File: src/rtl/bitop_unit.sv
module bitop_unit #(
  parameter int AW = 16,
  parameter int DW = 8
) (
  input  logic          clk,
  input  logic          rst_n,
  input  logic          start,
  input  logic [7:0]    opcode,
  input  logic [DW-1:0] acc,
  input  logic [AW-1:0] op_addr,
  input  logic [AW-1:0] ofs_addr,
  input  logic [DW-1:0] rdata,
  output logic [AW-1:0] bus_addr,
  output logic          bus_rd,
  output logic          bus_we,
  output logic [DW-1:0] bus_wdata,
  output logic          busy,
  output logic          done,
  output logic          z_we,
  output logic          z_val,
  output logic          br_valid,
  output logic          br_taken,
  output logic [DW-1:0] br_offset
);
  localparam int BW = $clog2(DW);

  typedef enum logic [2:0] {S_IDLE, S_RD, S_MOD, S_WR, S_OFS} st_t;
  typedef enum logic [1:0] {K_BIT, K_TST, K_BR} kind_t;

  st_t           st;
  kind_t         kind_q, kind_d;
  logic [7:0]    op_q;
  logic [DW-1:0] acc_q, data_q, mask;
  logic [AW-1:0] addr_q, oaddr_q;
  logic          legal;

  always_comb begin
    legal  = 1'b1;
    kind_d = K_BIT;
    if (opcode[3:0] == 4'h7)                               kind_d = K_BIT;
    else if (opcode[3:0] == 4'hF)                          kind_d = K_BR;
    else if (opcode[7:5] == 3'b000 && opcode[2:0] == 3'b100) kind_d = K_TST;
    else legal = 1'b0;
  end

  always_ff @(posedge clk) begin
    if (!rst_n) begin
      st      <= S_IDLE;
      kind_q  <= K_BIT;
      op_q    <= '0;
      acc_q   <= '0;
      addr_q  <= '0;
      oaddr_q <= '0;
      data_q  <= '0;
    end else begin
      case (st)
        S_IDLE: if (start && legal) begin
          st      <= S_RD;
          kind_q  <= kind_d;
          op_q    <= opcode;
          acc_q   <= acc;
          addr_q  <= op_addr;
          oaddr_q <= ofs_addr;
        end
        S_RD: begin
          data_q <= rdata;
          case (kind_q)
            K_TST:   st <= S_MOD;
            K_BR:    st <= S_OFS;
            default: st <= S_WR;
          endcase
        end
        S_MOD:   st <= S_WR;
        default: st <= S_IDLE;
      endcase
    end
  end

  assign mask = DW'(1) << op_q[4 +: BW];

  always_comb begin
    if (kind_q == K_TST)
      bus_wdata = op_q[4] ? (~acc_q & data_q) : (acc_q | data_q);
    else
      bus_wdata = op_q[7] ? (data_q | mask) : (data_q & ~mask);
  end

  assign bus_addr  = (st == S_OFS) ? oaddr_q : addr_q;
  assign bus_rd    = (st == S_RD) || (st == S_MOD) || (st == S_OFS);
  assign bus_we    = (st == S_WR);
  assign busy      = (st != S_IDLE);
  assign done      = (st == S_WR) || (st == S_OFS);
  assign z_we      = (st == S_WR) && (kind_q == K_TST);
  assign z_val     = ((acc_q & data_q) == '0);
  assign br_valid  = (st == S_OFS);
  assign br_taken  = (data_q[op_q[4 +: BW]] == op_q[7]);
  assign br_offset = rdata;
endmodule


File: config.mk
export PLATFORM = sky130hd
export DESIGN_NAME = bitop_unit
export DESIGN_NICKNAME = d
export VERILOG_FILES = /design/src/rtl/bitop_unit.sv
export SDC_FILE = /design/constraint.sdc
export NUM_CORES = 1
export LEC_CHECK = 0
export CORE_MARGIN = 2
export CORE_UTILIZATION = 46
export DETAILED_ROUTE_END_ITERATION = 8
export PLACE_DENSITY_LB_ADDON = 0.15
export SETUP_SLACK_MARGIN = 0.05
export SLEW_MARGIN = 20
export SYNTH_ARGS = -nofsm -noshare
export SYNTH_HDL_FRONTEND = slang
export SYNTH_SLANG_ARGS = --single-unit
File: constraint.sdc
create_clock -name clk -period 2.9 [get_ports clk]
set_input_delay 0.87 -clock clk [delete_from_list [all_inputs] [get_ports clk]]
set_output_delay 0.87 -clock clk [all_outputs]
set_load 0.02 [all_outputs]
# == Word level (Yosys, flattened, before mapping) ==
# Cells that the tools add are included.
# op_classes
eq_ne,11
n_bitwise,7
n_reduce_logical,11
muxes,15
shifts,1
n_lt_le_gt_ge,1
# op_table
cell,n
$and 8x8->8,3
$mux 8,3
$mux 16,1
$not 8->8,2
$or 8x8->8,2
$pmux 3 s3,1
$logic_not 8->1,1
$shl 1x3->8 const A,1
$eq 3x2->1 const B,2
$eq 3x3->1 const B,2
$logic_not 3->1,2
$pmux 3 s2,1
$mux 1,5
$eq 4x3->1 const B,1
$eq 4x4->1 const B,1
$lt 3x4->1 const B,1
$mux 2,2
$bmux 1 s3,1
$eq 3x1->1 const B,1
$logic_and 1x1->1,3
$logic_or 1x1->1,3
$mux 3,1
$reduce_bool 3->1,1
$eq 2x1->1 const B,1
4 further kinds,4
# word_totals
output_inout_bits,40
input_bits,59
ff_bits,61

# == Depth between registers and ports, before layout ==
# logic_depth
word_depth,8
mapped_depth,8

# == Least setup slack after synthesis ==
# OpenSTA, ideal clock, no wires.
# synth_timing
path_kind,register -> output
startpoint,reg kind_q[1]
endpoint,out bus_wdata[0]
setup_slack_ns,0.211
arrival_ns,1.819
t_required_ns,2.030
stages_incl_launch_ff,8
path_cell_list,dfxtp_1 inv_1 ha_1 clkbuf_1 or3_1 a21oi_1 nor2_1 a311oi_1
# synth_between
elab_chain_len,2
# synth_rtl
item,line,text
start: declaration,31,"kind_t kind_q, kind_d;"
start signal: assignment,59,kind_q <= kind_d;
$eq 2x1->1,82,if (kind_q == K_TST)
$mux 8,82,
end: declaration,16,"output logic [DW-1:0] bus_wdata,"
# Every way passes these cells.

# == Worst setup path in the final report ==
# layout_timing
startpoint,in rdata[1]
endpoint,out br_offset[1]
# layout_lines
item,line,text
start: declaration,12,"input logic [DW-1:0] rdata,"
end: declaration,23,output logic [DW-1:0] br_offset
# No word-level cell between the ends.

==> results.sh <==
export IMPL_wl_per_cell_um=13.8
export IMPL_num_vias=2573
export IMPL_p_per_area_nw_per_um2=493
export IMPL_grt_pass1_vias=2541
export IMPL_cp_required_ps=2030
export IMPL_clockBufferDepth=2
export IMPL_max_freq_mhz=354
export IMPL_numCtsBuffers=9
export IMPL_rsz0062_at_grt="true"
export IMPL_outcome="completed"
export IMPL_crit_path_max_incr_delay_ps=600
export IMPL_ios=99
export IMPL_clk_pin_slew_ps=70
export IMPL_p_leak_nw=1.76
export IMPL_synth_top_cell_area_share_pct=37.7
export IMPL_path_cells="clkdlybuf4s50_1, clkdlybuf4s50_1"
export IMPL_ir_worst_vdd_mv=0.297
export IMPL_cp_common_cell="clkdlybuf4s50_1"
export IMPL_hold_path_startpoint="addr_q[14]$_SDFFE_PN0P_"
export IMPL_num_rows=29
export IMPL_arrival_ps=1960
export IMPL_reg2reg_from="st[2]$_SDFFE_PN0P_"
export IMPL_synth_cell_types=41
export IMPL_worst_r2r_cell_count=3
export IMPL_async_reset_ff_share_pct=0
export IMPL_gp_congestion=0.907
export IMPL_fp_dieArea_um2=7250
export IMPL_die_width_um=85.1
export IMPL_initial_utilization_pct=47.7
export IMPL_ys_flop_type="dfxtp_1"
export IMPL_drv_cap=0
export IMPL_layout_nets=493
export IMPL_layout_drive_gt1_share_pct=16.0
export IMPL_avgSynthCellArea_um2=8.96
export IMPL_hold_end="addr_q[14]$_SDFFE_PN0P_"
export IMPL_crit_type="in2out"
export IMPL_synth_seq_cells=57
export IMPL_hold_path_depth=2
export IMPL_dpl_hpwl_um=5170
export IMPL_drtPass1Iterations=5
export IMPL_worstSetupEndpointType="output port"
export IMPL_ant_nets=0
export IMPL_period_share_pct=97.5
export IMPL_hp_class="reg2reg"
export IMPL_grt_max_degree=43
export IMPL_grt_pass1_wl_um=11500
export IMPL_synth_edf_count=0
export IMPL_crit_fanout=2
export IMPL_grt_overflow=0
export IMPL_syn_cell_area_um2=3030
export IMPL_r2r_end="kind_q[0]$_SDFFE_PN0P_"
export IMPL_hold_violations=0
export IMPL_htree_num_levels=3
export IMPL_antenna_found_initial=0
export IMPL_slew_headroom_pct=57.1
export IMPL_area_growth_pct=41.9
export IMPL_start_kind="primary input"
export IMPL_ctsHoldBuffers=0
export IMPL_setup_viol=0
export IMPL_clock_sinks=57
export IMPL_min_period_ps=2830
export IMPL_synth_cells=338
export IMPL_synth_top_area_cell="dfxtp_1"
export IMPL_core_area_um2=6350
export IMPL_clk_latency_ps=340
export IMPL_drtIter0Drc=100
export IMPL_cp_slowest_cell="clkdlybuf4s50_1"
export IMPL_worst_hold_slack_ps=456
export IMPL_worstMarginPinSlew_ps=643
export IMPL_drv_slew=0
export IMPL_r2r_slack_ps=1280
export IMPL_vias_per_cell=5.01
export IMPL_die_h_um=85.1
export IMPL_yosys_warnings=0
export IMPL_synth_fp_nets=399
export IMPL_grt_usage_pct=19.7
export IMPL_synth_area_leaders="dfxtp_1, mux2i_1, nand2_1"
export IMPL_port_buffers=98
export IMPL_cts_tree="yes"
export IMPL_drc_errors=0
export IMPL_fin_tns_setup_ps=0
export IMPL_wirelength_um=7070
export IMPL_num_antenna_cells=0
export IMPL_cp_num_buf_inv=2
export IMPL_clockRootBuffer="clkbuf_8"
export IMPL_crit_family="buffers and inverters"
export IMPL_yosysSeqAreaShare_pct=37.7
export IMPL_clock_skew_ps=6.31
export IMPL_cp_depth=2
==> metrics by stage <==
step	setup slack [ps]	instance area (µm²)	util, %	total power [mW]	std cells
6_report	72.7	4300	67.7	2.12	514
5_1_grt	22.9	4300	67.7	2.19	514
4_1_cts	13.9	4290	67.6	2.14	514
3_5_place_dp	-216	4070	64.0	1.22	498
3_3_place_gp	-130	4070	64.0	1.22	498
2_1_floorplan	211	3030	-	1.06	338
==> area by class of cell <==
class                   count  area [µm²]
well taps                  77        96.3
clock inverters             5         103
clock buffers              11         141
fillers                   518        2050
multi-input cells         244        1680
inverters                   3        11.3
flip-flops and latches     57        1150
repair buffers            117        1120
==> cell usage in the layout (no fill, tap or decap), types with 6 or more instances in the layout <==
| master | instances |
|---|---|
| nor2b_1 | 8 |
| dlygate4sd2_1 | 18 |
| mux2_1 | 7 |
| clkbuf_8 | 10 |
| buf_4 | 16 |
| mux2i_1 | 55 |
| nand2_1 | 95 |
| nor2_1 | 6 |
| a21oi_1 | 6 |
| o21ai_0 | 8 |
| dfxtp_1 | 53 |
| clkdlybuf4s50_1 | 67 |
| mux2_2 | 10 |
| buf_2 | 6 |
==> registers in the layout, indices dropped and copies added (netlist names) <==
signal,count
acc_q,8
addr_q,16
data_q,8
kind_q,2
oaddr_q,16
op_q,4
st,3
==> how the worst max path moves through the flow <==
stage / start / endpoint
finish: rdata[1] / br_offset[1]
detailed placement: kind_q[1]$_SDFFE_PN0P_ / bus_wdata[2]
floorplan: kind_q[1]$_SDFFE_PN0P_ / bus_wdata[0]
CTS: kind_q[1]$_SDFFE_PN0P_ / bus_wdata[2]
global route: kind_q[1]$_SDFFE_PN0P_ / bus_wdata[0]
global placement: kind_q[1]$_SDFFE_PN0P_ / bus_wdata[2]
==> Yosys cell counts (3+ instances only) <==
cell type and count:
nor2b_1 8, buf_1 3, nor2_1 7, a21oi_1 8, buf_4 8, buf_12 4, mux2_2 10, nand2_1 95
inv_1 3, a311oi_1 4, a22oi_1 4, clkbuf_1 15, mux2i_1 55, a31oi_1 4, o21ai_0 9, dfxtp_1 57
buf_2 3, mux2_1 7, nor3_1 4
==> metal layers <==
layer	vias to the layer above	routed length, µm	track usage, %
li1	1335	-	-
met1	1147	3170	24.0
met2	79	3300	32.2
met3	12	474	5.25
met4	0	127	9.81
met5	-	0	0
==> cell families (layout without fill, tap and decap cells) <==
| group | count (synthesis) | after routing | synth area share (%) |
|---|---|---|---|
| multiplexers | 74 | 74 | 26.0 |
| adder cells (fa/ha/maj) | 2 | 2 | 0.826 |
| AND/OR/NAND/NOR | 134 | 134 | 20.1 |
| flip-flops | 57 | 57 | 37.7 |
| AO/OA/AOI/OAI | 32 | 32 | 6.90 |
| XOR/XNOR | 2 | 2 | 0.579 |
| buffers and inverters | 37 | 136 | 7.89 |
==> timing repair <==
item                                    CTS  global route
endpoints found under the setup margin   26            13
gates cloned                              0             0
buffers inserted                          0             0
pin swaps                                 1             2
gates resized for setup                  57            17
==> power breakdown <==
part	switching (mW)	internal [mW]	total, mW	leakage (nW)
clock network	0.332	0.593	0.925	0.120
registers	0.0310	0.813	0.844	0.463
logic	0.160	0.190	0.350	1.17
Power figures use the tool's default switching activity.
